**config.mk**
```make
export PLATFORM = sky130hd
export DESIGN_NAME = crc_serial_codec
export DESIGN_NICKNAME = d
export VERILOG_FILES = /design/src/rtl/crc_codec_pkg.sv /design/src/rtl/crc_div_step.sv /design/src/rtl/crc_bit_delay.sv /design/src/rtl/crc_serial_codec.sv
export SDC_FILE = /design/constraint.sdc
export NUM_CORES = 1
export LEC_CHECK = 0
export BUFFER_PORTS_ARGS = -buffer_cell sky130_fd_sc_hd__buf_2
export CORE_ASPECT_RATIO = 1.2
export CORE_UTILIZATION = 45
export CTS_CLUSTER_SIZE = 25
export DETAILED_ROUTE_END_ITERATION = 8
export GPL_ROUTABILITY_DRIVEN = 0
export PLACE_DENSITY = 0.65
export SETUP_SLACK_MARGIN = 0.05
export SYNTH_ARGS = -nofsm -noshare
export SYNTH_HDL_FRONTEND = slang
export SYNTH_SLANG_ARGS = --single-unit
```
**constraint.sdc**
```tcl
create_clock -name clk -period 3.8 [get_ports clk]
set_clock_uncertainty 0.1 [all_clocks]
set_input_delay 0.19 -clock clk [delete_from_list [all_inputs] [get_ports clk]]
set_output_delay 0.19 -clock clk [all_outputs]
set_load 0.02 [all_outputs]
```
**src/rtl/crc_codec_pkg.sv**
```systemverilog
package crc_codec_pkg;

    typedef enum logic [1:0] {
        ST_IDLE  = 2'd0,
        ST_SHIFT = 2'd1,
        ST_AUG   = 2'd2,
        ST_TAIL  = 2'd3
    } codec_state_e;

endpackage

```
**src/rtl/crc_div_step.sv**
```systemverilog
// One modulo-2 long-division step: bring down a bit, subtract the
// generator (XOR its low taps) when the shifted-out coefficient is one.
module crc_div_step #(
    parameter int             DEG  = 3,
    parameter logic [DEG-1:0] TAPS = 3'b101
) (
    input  logic [DEG-1:0] rem_i,
    input  logic           bit_i,
    output logic [DEG-1:0] rem_o
);
    logic top_bit;
    assign top_bit = rem_i[DEG-1];

    for (genvar k = 0; k < DEG; k++) begin : g_tap
        if (k == 0) begin : g_low
            assign rem_o[k] = bit_i ^ (top_bit & TAPS[k]);
        end else begin : g_up
            assign rem_o[k] = rem_i[k-1] ^ (top_bit & TAPS[k]);
        end
    end
endmodule

```
**src/rtl/crc_bit_delay.sv**
```systemverilog
// Delays accepted bits by DEPTH shift events; output is the oldest bit.
module crc_bit_delay #(
    parameter int DEPTH = 3
) (
    input  logic clk,
    input  logic rst,
    input  logic clear,
    input  logic shift_en,
    input  logic bit_i,
    output logic bit_o
);
    logic [DEPTH-1:0] line_d, line_q;

    always_comb begin
        line_d = line_q;
        if (clear) begin
            line_d = '0;
        end else if (shift_en) begin
            line_d = {line_q[DEPTH-2:0], bit_i};
        end
    end

    always_ff @(posedge clk) begin
        if (rst) begin
            line_q <= '0;
        end else begin
            line_q <= line_d;
        end
    end

    assign bit_o = line_q[DEPTH-1];
endmodule

```
**src/rtl/crc_serial_codec.sv**
```systemverilog
module crc_serial_codec
    import crc_codec_pkg::*;
#(
    parameter int             MSG_BITS  = 16,
    parameter int             DEG       = 3,
    parameter logic [DEG-1:0] POLY_TAPS = 3'b101
) (
    input  logic clk,
    input  logic rst,
    input  logic start,
    input  logic mode_chk,
    input  logic din,
    input  logic din_valid,
    output logic dout,
    output logic dout_valid,
    output logic done,
    output logic ok
);
    localparam int CW_BITS = MSG_BITS + DEG;
    localparam int CNT_W   = $clog2(CW_BITS + 1);
    localparam logic [CNT_W-1:0] LAST_MSG = CNT_W'(MSG_BITS - 1);
    localparam logic [CNT_W-1:0] LAST_CW  = CNT_W'(CW_BITS - 1);
    localparam logic [CNT_W-1:0] LAST_DEG = CNT_W'(DEG - 1);
    localparam logic [CNT_W-1:0] CNT_DEG  = CNT_W'(DEG);
    localparam logic [CNT_W-1:0] CNT_ONE  = CNT_W'(1);

    typedef struct packed {
        codec_state_e   state;
        logic           chk;
        logic [CNT_W-1:0] cnt;
        logic [DEG-1:0] rem;
        logic           dout;
        logic           dout_valid;
        logic           done;
        logic           ok;
    } codec_regs_t;

    codec_regs_t regs_d, regs_q;

    logic           div_bit;
    logic [DEG-1:0] div_rem;
    logic           dly_bit;
    logic           dly_shift;

    // During augmentation the divider is fed the implied zero bits.
    assign div_bit = (regs_q.state == ST_AUG) ? 1'b0 : din;

    crc_div_step #(
        .DEG  (DEG),
        .TAPS (POLY_TAPS)
    ) u_div (
        .rem_i (regs_q.rem),
        .bit_i (div_bit),
        .rem_o (div_rem)
    );

    assign dly_shift = !start && (regs_q.state == ST_SHIFT) && regs_q.chk && din_valid;

    crc_bit_delay #(
        .DEPTH (DEG)
    ) u_dly (
        .clk      (clk),
        .rst      (rst),
        .clear    (start),
        .shift_en (dly_shift),
        .bit_i    (din),
        .bit_o    (dly_bit)
    );

    always_comb begin
        regs_d            = regs_q;
        regs_d.dout_valid = 1'b0;
        regs_d.done       = 1'b0;
        regs_d.ok         = 1'b0;
        if (start) begin
            regs_d.state = ST_SHIFT;
            regs_d.chk   = mode_chk;
            regs_d.cnt   = '0;
            regs_d.rem   = '0;
        end else begin
            unique case (regs_q.state)
                ST_SHIFT: begin
                    if (din_valid) begin
                        regs_d.rem = div_rem;
                        regs_d.cnt = regs_q.cnt + CNT_ONE;
                        if (!regs_q.chk) begin
                            regs_d.dout       = din;
                            regs_d.dout_valid = 1'b1;
                            if (regs_q.cnt == LAST_MSG) begin
                                regs_d.state = ST_AUG;
                                regs_d.cnt   = '0;
                            end
                        end else begin
                            if (regs_q.cnt >= CNT_DEG) begin
                                regs_d.dout       = dly_bit;
                                regs_d.dout_valid = 1'b1;
                            end
                            if (regs_q.cnt == LAST_CW) begin
                                regs_d.state = ST_IDLE;
                                regs_d.done  = 1'b1;
                                regs_d.ok    = (div_rem == '0);
                            end
                        end
                    end
                end
                ST_AUG: begin
                    regs_d.rem = div_rem;
                    regs_d.cnt = regs_q.cnt + CNT_ONE;
                    if (regs_q.cnt == LAST_DEG) begin
                        regs_d.state = ST_TAIL;
                        regs_d.cnt   = '0;
                    end
                end
                ST_TAIL: begin
                    regs_d.dout       = regs_q.rem[DEG-1];
                    regs_d.dout_valid = 1'b1;
                    regs_d.rem        = {regs_q.rem[DEG-2:0], 1'b0};
                    regs_d.cnt        = regs_q.cnt + CNT_ONE;
                    if (regs_q.cnt == LAST_DEG) begin
                        regs_d.state = ST_IDLE;
                        regs_d.done  = 1'b1;
                    end
                end
                default: ;
            endcase
        end
    end

    always_ff @(posedge clk) begin
        if (rst) begin
            regs_q       <= '0;
            regs_q.state <= ST_IDLE;
        end else begin
            regs_q <= regs_d;
        end
    end

    assign dout       = regs_q.dout;
    assign dout_valid = regs_q.dout_valid;
    assign done       = regs_q.done;
    assign ok         = regs_q.ok;

    // ---------------- assertions ----------------
    assert_idle_quiet_R1: assert property (@(posedge clk) disable iff (rst)
        (regs_q.state == ST_IDLE && !start) |=> (!dout_valid && !done));

    assert_start_clears_R2: assert property (@(posedge clk) disable iff (rst)
        start |=> (regs_q.rem == '0 && regs_q.cnt == '0));

    assert_aug_silent_R4: assert property (@(posedge clk) disable iff (rst)
        (regs_q.state == ST_AUG && !start) |=> !dout_valid);

    assert_tail_fills_zero_R5: assert property (@(posedge clk) disable iff (rst)
        (regs_q.state == ST_TAIL && !start) |=> (regs_q.rem[0] == 1'b0));

    assert_done_single_R6: assert property (@(posedge clk) disable iff (rst)
        done |=> !done);

    assert_ok_needs_done_R7: assert property (@(posedge clk) disable iff (rst)
        ok |-> done);

    assert_check_bits_hidden_R8: assert property (@(posedge clk) disable iff (rst)
        (regs_q.state == ST_SHIFT && regs_q.chk && din_valid && !start
         && regs_q.cnt < CNT_DEG) |=> !dout_valid);
endmodule

```
==> results of run 1 <==
-- worst max-delay path by stage --
stage	from	to
finish	regs_q[7]$_SDFFE_PP0P_	regs_q[9]$_SDFFE_PP0P_
global route	regs_q[7]$_SDFFE_PP0P_	regs_q[9]$_SDFFE_PP0P_
CTS	regs_q[7]$_SDFFE_PP0P_	regs_q[9]$_SDFFE_PP0P_
detailed placement	regs_q[7]$_SDFFE_PP0P_	regs_q[9]$_SDFFE_PP0P_
global placement	regs_q[7]$_SDFFE_PP0P_	regs_q[9]$_SDFFE_PP0P_
floorplan	regs_q[7]$_SDFFE_PP0P_	regs_q[9]$_SDFFE_PP0P_
-- power breakdown --
group	switching [µW]	internal [µW]	total, µW
combinational	16.5	12.0	28.5
sequential	5.60	192	197
clock	60.2	58.5	119
-- cells in the mapped netlist, drive strengths merged, types with 2 or more instances --
cell type and count:
a21oi 8, ha 4, nor3 5, o211ai 2, a31oi 3, nor2 12, o311ai 2, mux2i 6
and2 4, o21ai 8, inv 7, nand2 9, nand4b 3, a211oi 4, nand3 3, buf 5
or2 2, dfxtp 18, nor2b 2
-- metal layers --
metal | routed length (µm) | global-route usage | part of all wire | vias to the layer above
li1 | - | - | - | 448
met1 | 876 | 0.234 | 0.44 | 416
met2 | 985 | 0.312 | 0.50 | 11
met3 | 37 | 0.0297 | 0.019 | 6
met4 | 74 | 0.127 | 0.037 | 0
met5 | 0 | 0 | 0 | -
-- tightest hold or removal path, cell delays in order --
cell and delay (ps):
buf_2 70, mux2i_1 50, nor2_1 70
-- layout make-up --
| class | instances | share of cell area |
|---|---|---|
| inverters | 7 | 0.0230 |
| well taps | 30 | 0.0329 |
| repair buffers | 10 | 0.0482 |
| multi-input cells | 90 | 0.548 |
| flip-flops and latches | 18 | 0.316 |
| clock buffers | 4 | 0.0318 |
-- registers in the layout, summed over array words and instances (netlist names) --
signal,cells
regs_q,11
u_dly.line_q,3
done,1
dout,1
dout_valid,1
ok,1
-- what timing repair did --
| action | in CTS | in global routing |
|---|---|---|
| hold buffers | 1 | 0 |
| hold endpoints to repair | 1 | 0 |
| gates resized for setup | 0 | 0 |
-- through the flow --
stage	worst slack [ps]	hold slack, ps	power, µW	util
final	1970	27.0	344	0.539
after global routing	1810	40.6	359	0.539
after CTS	1930	17.7	348	0.539
after detailed placement	1960	327	230	0.517
after global placement	1990	325	229	0.517
after floorplan	2110	155	221	-
-- logic make-up after synthesis --
| group | Yosys count | share of synthesized area |
|---|---|---|
| compound gates | 33 | 0.242 |
| simple gates | 46 | 0.243 |
| buf+inv | 13 | 0.0574 |
| flops | 18 | 0.345 |
| xor+xnor | 1 | 0.00837 |
| mux | 6 | 0.0574 |
| fa+ha+maj | 4 | 0.0478 |
==> summary.txt, run 1 <==
CTS tree -> done
CTS Buf Count -> 3
Die X -> 46.0 µm
Cell depth of the worst setup path -> 7
Top cell by count, worst path -> ha_1
Worst-path cell with the longest stage delay -> dfxtp_1
Hold path cells -> 3
Worst r2r src -> regs_q[7]$_SDFFE_PP0P_
Sequential-to-total area share from yosys stat -> 0.344
Register Area -> 360 µm²
CTS clk-pin slew, worst paths -> 100 ps
FFs w/ async S/R, synth -> 0
Number of fill cells -> 205
Initial DRC count -> 18
Total wire length -> 1980 µm
Final std cells w/o fill -> 159
Normalized max-slew margin -> 0.567
FP Rows -> 18
Power density over the cells -> 302 nW/µm²
Clock tree sinks -> 18
Initial cell density of the core -> 0.494
Crit end category -> flip-flop
Crit-path cells -> ha_1 -> nand3_1 -> inv_1 -> ha_1 -> a211oi_4 -> o21ai_4 -> o311ai_2
Worst Hold Launch -> mode_chk
Initial antenna violation count -> 0
Ant. Diodes -> 0
Clk buf depth -> 2
Crit path time final -> 1830 ps
Hpwl dp -> 1500 µm
Core area -> 2120 µm²
Vias -> 881
Avg Vias per Cell -> 5.54
Peak Freq -> 546 MHz
P&R area growth vs syn -> 9.09%
Die area -> 2520 µm²
Yosys reg bits -> 18
I/O pin count -> 10
Detail Route Antenna Nets -> 0
Synth area leader -> dfxtp_1
Worst Hold End -> regs_q[12]$_SDFFE_PP0P_
Total grt overflow -> 0
Drt drc -> 0
R2r endpoint -> regs_q[9]$_SDFFE_PP0P_
Worst-path maximum fanout -> 6
Dpl cells -> 154
Fin area -> 1140 µm²
Die Y -> 54.8 µm
Syn_nets -> 131
Worst hold path type -> primary input to flip-flop
Delay-heaviest family, CP -> compound AO/OA/AOI/OAI gates
Fin. max-slew vios -> 0
Most frequent cells in the layout -> dfxtp_1, nor2_1, nand2_1, buf_2, a21oi_1
Worst-Skew Late Latency -> 300 ps
Post-synth top area share -> 0.344
Nets -> 140
Static leakage -> 0.000426 µW
Critical Path Start Type -> flip-flop
Root buf cell -> clkbuf_4
Buf/Inv on CP -> 1
RSZ-0062 raised after global routing -> no
Largest net degree at the start of global routing -> 24
Final setup TNS -> 0 ps
Main synth FF type -> dfxtp_1
Peak supply drop -> 0.194 mV
Post-synth EDFFs -> 0
Slew of the pin with the lowest slew margin -> 649 ps
Reg2Reg Setup Slack -> 1970 ps
R2R depth -> 7
Arrival @ worst endpoint -> 1950 ps
Ys Warns -> 0
Vias in the first global route -> 806
Outcome -> complete, no violations
Final setup vio count -> 0
Fraction of the cycle the final worst path needs -> 0.482
Area of placed instances -> 1090 µm²
H-Tree Depth -> 1
Crit Path Category -> flip-flop to flip-flop
Layout cells sized above 1 -> 0.178
Footprint of the multi-input gates -> 626 µm²
Synth unique cells -> 45
CP max stage delay -> 360 ps
Syn Area/Cell -> 8.64 µm²
Global-route wire length before repair -> 3440 µm
Avg WL per Cell -> 12.4 µm
Fin. Hold Viols -> 0
Cells after Synth -> 121
Post-CTS setup buffer count -> 0
Max cap viols -> 0
Port bufs -> 9
Largest cells by area after synthesis -> dfxtp_1, mux2i_1, ha_1
Req. time, crit path -> 3920 ps
All-layer global routing usage -> 0.194
First-pass DRT Iterations -> 4
Post-Syn Area -> 1050 µm²
Most common cell after layout, fill and taps aside -> dfxtp_1
(Power assumes the default switching activity.)
==> run 2: changes to the inputs <==
==> constraint.sdc (replaced) <==
create_clock -name clk -period 1.9 [get_ports clk]
set_clock_uncertainty 0.1 [all_clocks]
set_input_delay 0.095 -clock clk [delete_from_list [all_inputs] [get_ports clk]]
set_output_delay 0.095 -clock clk [all_outputs]
set_load 0.02 [all_outputs]
==> summary.txt, run 2 (synthesis gave the netlist of run 1 again) <==
First-pass DRT Iterations -> 4 (unchanged)
Crit end category -> flip-flop (unchanged)
Comb power frac -> 0.100 (was 0.083)
CP max stage delay -> 480 ps (was 360 ps)
Crit-path cells -> inv_4 -> ha_4 -> or4b_4 -> and2_4 -> o21ai_4 -> buf_6 -> o21ai_1 (was ha_1 -> nand3_1 -> inv_1 -> ha_1 -> a211oi_4 -> o21ai_4 -> o311ai_2)
Peak supply drop -> 0.460 mV (was 0.194 mV)
Worst Hold End -> u_dly.line_q[0]$_SDFFE_PP0P_ (was regs_q[12]$_SDFFE_PP0P_)
Die X -> 46.0 µm (unchanged)
Worst Hold Launch -> din (was mode_chk)
Fin. Hold Viols -> 0 (unchanged)
Initial antenna violation count -> 0 (unchanged)
Fin. max-slew vios -> 0 (unchanged)
Worst-path maximum fanout -> 6 (unchanged)
RSZ-0062 raised after global routing -> yes (was no)
Normalized max-slew margin -> 0.695 (was 0.567)
Crit Path Category -> flip-flop to flip-flop (unchanged)
Hpwl dp -> 1620 µm (was 1500 µm)
Initial DRC count -> 21 (was 18)
Nets -> 148 (was 140)
Fraction of the cycle the final worst path needs -> 0.949 (was 0.482)
Most common cell after layout, fill and taps aside -> dfxtp_1 (unchanged)
Initial cell density of the core -> 0.494 (unchanged)
Dpl cells -> 158 (was 154)
Arrival @ worst endpoint -> 1900 ps (was 1950 ps)
Clock tree sinks -> 18 (unchanged)
Core area -> 2120 µm² (unchanged)
CTS Buf Count -> 3 (unchanged)
Worst hold path type -> primary input to flip-flop (unchanged)
Slew of the pin with the lowest slew margin -> 454 ps (was 649 ps)
Total wire length -> 2240 µm (was 1980 µm)
Peak Freq -> 555 MHz (was 546 MHz)
Delay-heaviest family, CP -> simple AND/OR/NAND/NOR gates (was compound AO/OA/AOI/OAI gates)
Reg2Reg Setup Slack -> 100 ps (was 1970 ps)
Root buf cell -> clkbuf_4 (unchanged)
Die area -> 2520 µm² (unchanged)
Vias in the first global route -> 831 (was 806)
All-layer global routing usage -> 0.209 (was 0.194)
Crit path time final -> 1800 ps (was 1830 ps)
Worst-Skew Late Latency -> 290 ps (was 300 ps)
Outcome -> complete, no violations (unchanged)
Critical Path Start Type -> flip-flop (unchanged)
Avg WL per Cell -> 13.4 µm (was 12.4 µm)
Ant. Diodes -> 0 (unchanged)
P&R area growth vs syn -> 19.6% (was 9.09%)
Hold path cells -> 3 (unchanged)
Reg with most FFs -> regs_q (unchanged)
Layout cells sized above 1 -> 0.285 (was 0.178)
Max cap viols -> 0 (unchanged)
Drt drc -> 0 (unchanged)
Critical path origin -> regs_q[7]$_SDFFE_PP0P_ (unchanged)
Largest regs -> regs_q (11), u_dly.line_q (3) (unchanged)
Global-route wire length before repair -> 3760 µm (was 3440 µm)
Static leakage -> 0.000465 µW (was 0.000426 µW)
Switch share -> 0.243 (was 0.239)
Power density over the cells -> 560 nW/µm² (was 302 nW/µm²)
Final setup vio count -> 0 (unchanged)
CTS tree -> done (unchanged)
Final std cells w/o fill -> 167 (was 159)
Seq pwr share -> 0.560 (was 0.573)
Detail Route Antenna Nets -> 0 (unchanged)
Clk buf depth -> 2 (unchanged)
R2r endpoint -> regs_q[7]$_SDFFE_PP0P_ (was regs_q[9]$_SDFFE_PP0P_)
Largest net degree at the start of global routing -> 14 (was 24)
Final Util -> 0.591 (was 0.539)
Worst-path cell with the longest stage delay -> or4b_4 (was dfxtp_1)
CTS clk-pin slew, worst paths -> 100 ps (about the same)
Die Y -> 54.8 µm (unchanged)
Worst r2r src -> regs_q[7]$_SDFFE_PP0P_ (unchanged)
FP Rows -> 18 (unchanged)
Total grt overflow -> 0 (unchanged)
Psw -> 170 µW (was 82.3 µW)
Most frequent cells in the layout -> dfxtp_1, nor2_1, nand2_1, buf_2, a21oi_1 (unchanged)
Clock power frac -> 0.341 (was 0.345)
Power Internal -> 531 µW (was 262 µW)
Req. time, crit path -> 1990 ps (was 3920 ps)
Final setup TNS -> 0 ps (unchanged)
Port bufs -> 9 (unchanged)
Vias -> 927 (was 881)
R2R depth -> 7 (unchanged)
Buf/Inv on CP -> 2 (was 1)
Avg Vias per Cell -> 5.55 (was 5.54)
Number of fill cells -> 205 (unchanged)
Largest register FFs -> 11 (unchanged)
H-Tree Depth -> 1 (unchanged)
I/O pin count -> 10 (unchanged)
==> run 2: final cells by class <==
cell class	instances	area (µm²)	area share
Tap cell	30	37.5	0.0300
Sequential cell	18	365	0.292
Multi-Input combinational cell	90	662	0.529
Timing Repair Buffer	18	121	0.0970
Inverter	7	28.8	0.0230
Clock buffer	4	36.3	0.0290
==> run 2: power by group through the flow <==
| stage | Combinational [µW] | Sequential [µW] | Clock, µW |
|---|---|---|---|
| after floorplan | 44.6 | 398 | 0 |
| after global placement | 61.8 | 401 | 0 |
| after detailed placement | 62.5 | 401 | 0 |
| after CTS | 67.1 | 393 | 247 |
| after global routing | 76.9 | 394 | 269 |
| final | 69.9 | 392 | 239 |
==> run 2: tightest hold or removal path: stages <==
cell	delay, ps
buf_2	140
mux2i_1	80
nor2_1	80
==> run 2: per-layer routing <==
metal,part of all wire,routed length [µm],up-vias,GRT usage
met3,0.031,70,2,0.0198
met2,0.52,1160,20,0.352
met4,0.0054,12,0,0.0882
li1,-,-,468,-
met1,0.44,991,437,0.268
met5,0,0,-,0
==> run 2: repair_timing <==
item,in CTS,in global routing
gates resized for setup,2,12
endpoints found under the hold margin,4,0
buffers inserted,1,2
setup endpoints to repair,1,7
pin swaps,1,4
hold buffers,2,0
==> run 2: worst max-delay path by stage <==
stage / to / slack (ps) / cells after the start
6_report: regs_q[7]$_SDFFE_PP0P_ / 100 / 7
5_1_grt: regs_q[9]$_SDFFE_PP0P_ / 30 / 7
4_1_cts: regs_q[9]$_SDFFE_PP0P_ / 70 / 7
3_5_place_dp: regs_q[9]$_SDFFE_PP0P_ / 40 / 7
3_3_place_gp: regs_q[9]$_SDFFE_PP0P_ / 90 / 7
2_1_floorplan: regs_q[9]$_SDFFE_PP0P_ / 210 / 7
==> run 2: metrics by stage <==
stage | hold slack [ps] | setup slack (ps) | instance area [µm²] | power, µW
2_1_floorplan | 59.6 | 211 | 1050 | 443
3_3_place_gp | 231 | 87.5 | 1120 | 463
3_5_place_dp | 237 | 43.0 | 1120 | 464
4_1_cts | 10.5 | 69.2 | 1190 | 706
5_1_grt | 2.90 | 29.6 | 1250 | 740
6_report | 29.2 | 97.4 | 1250 | 701
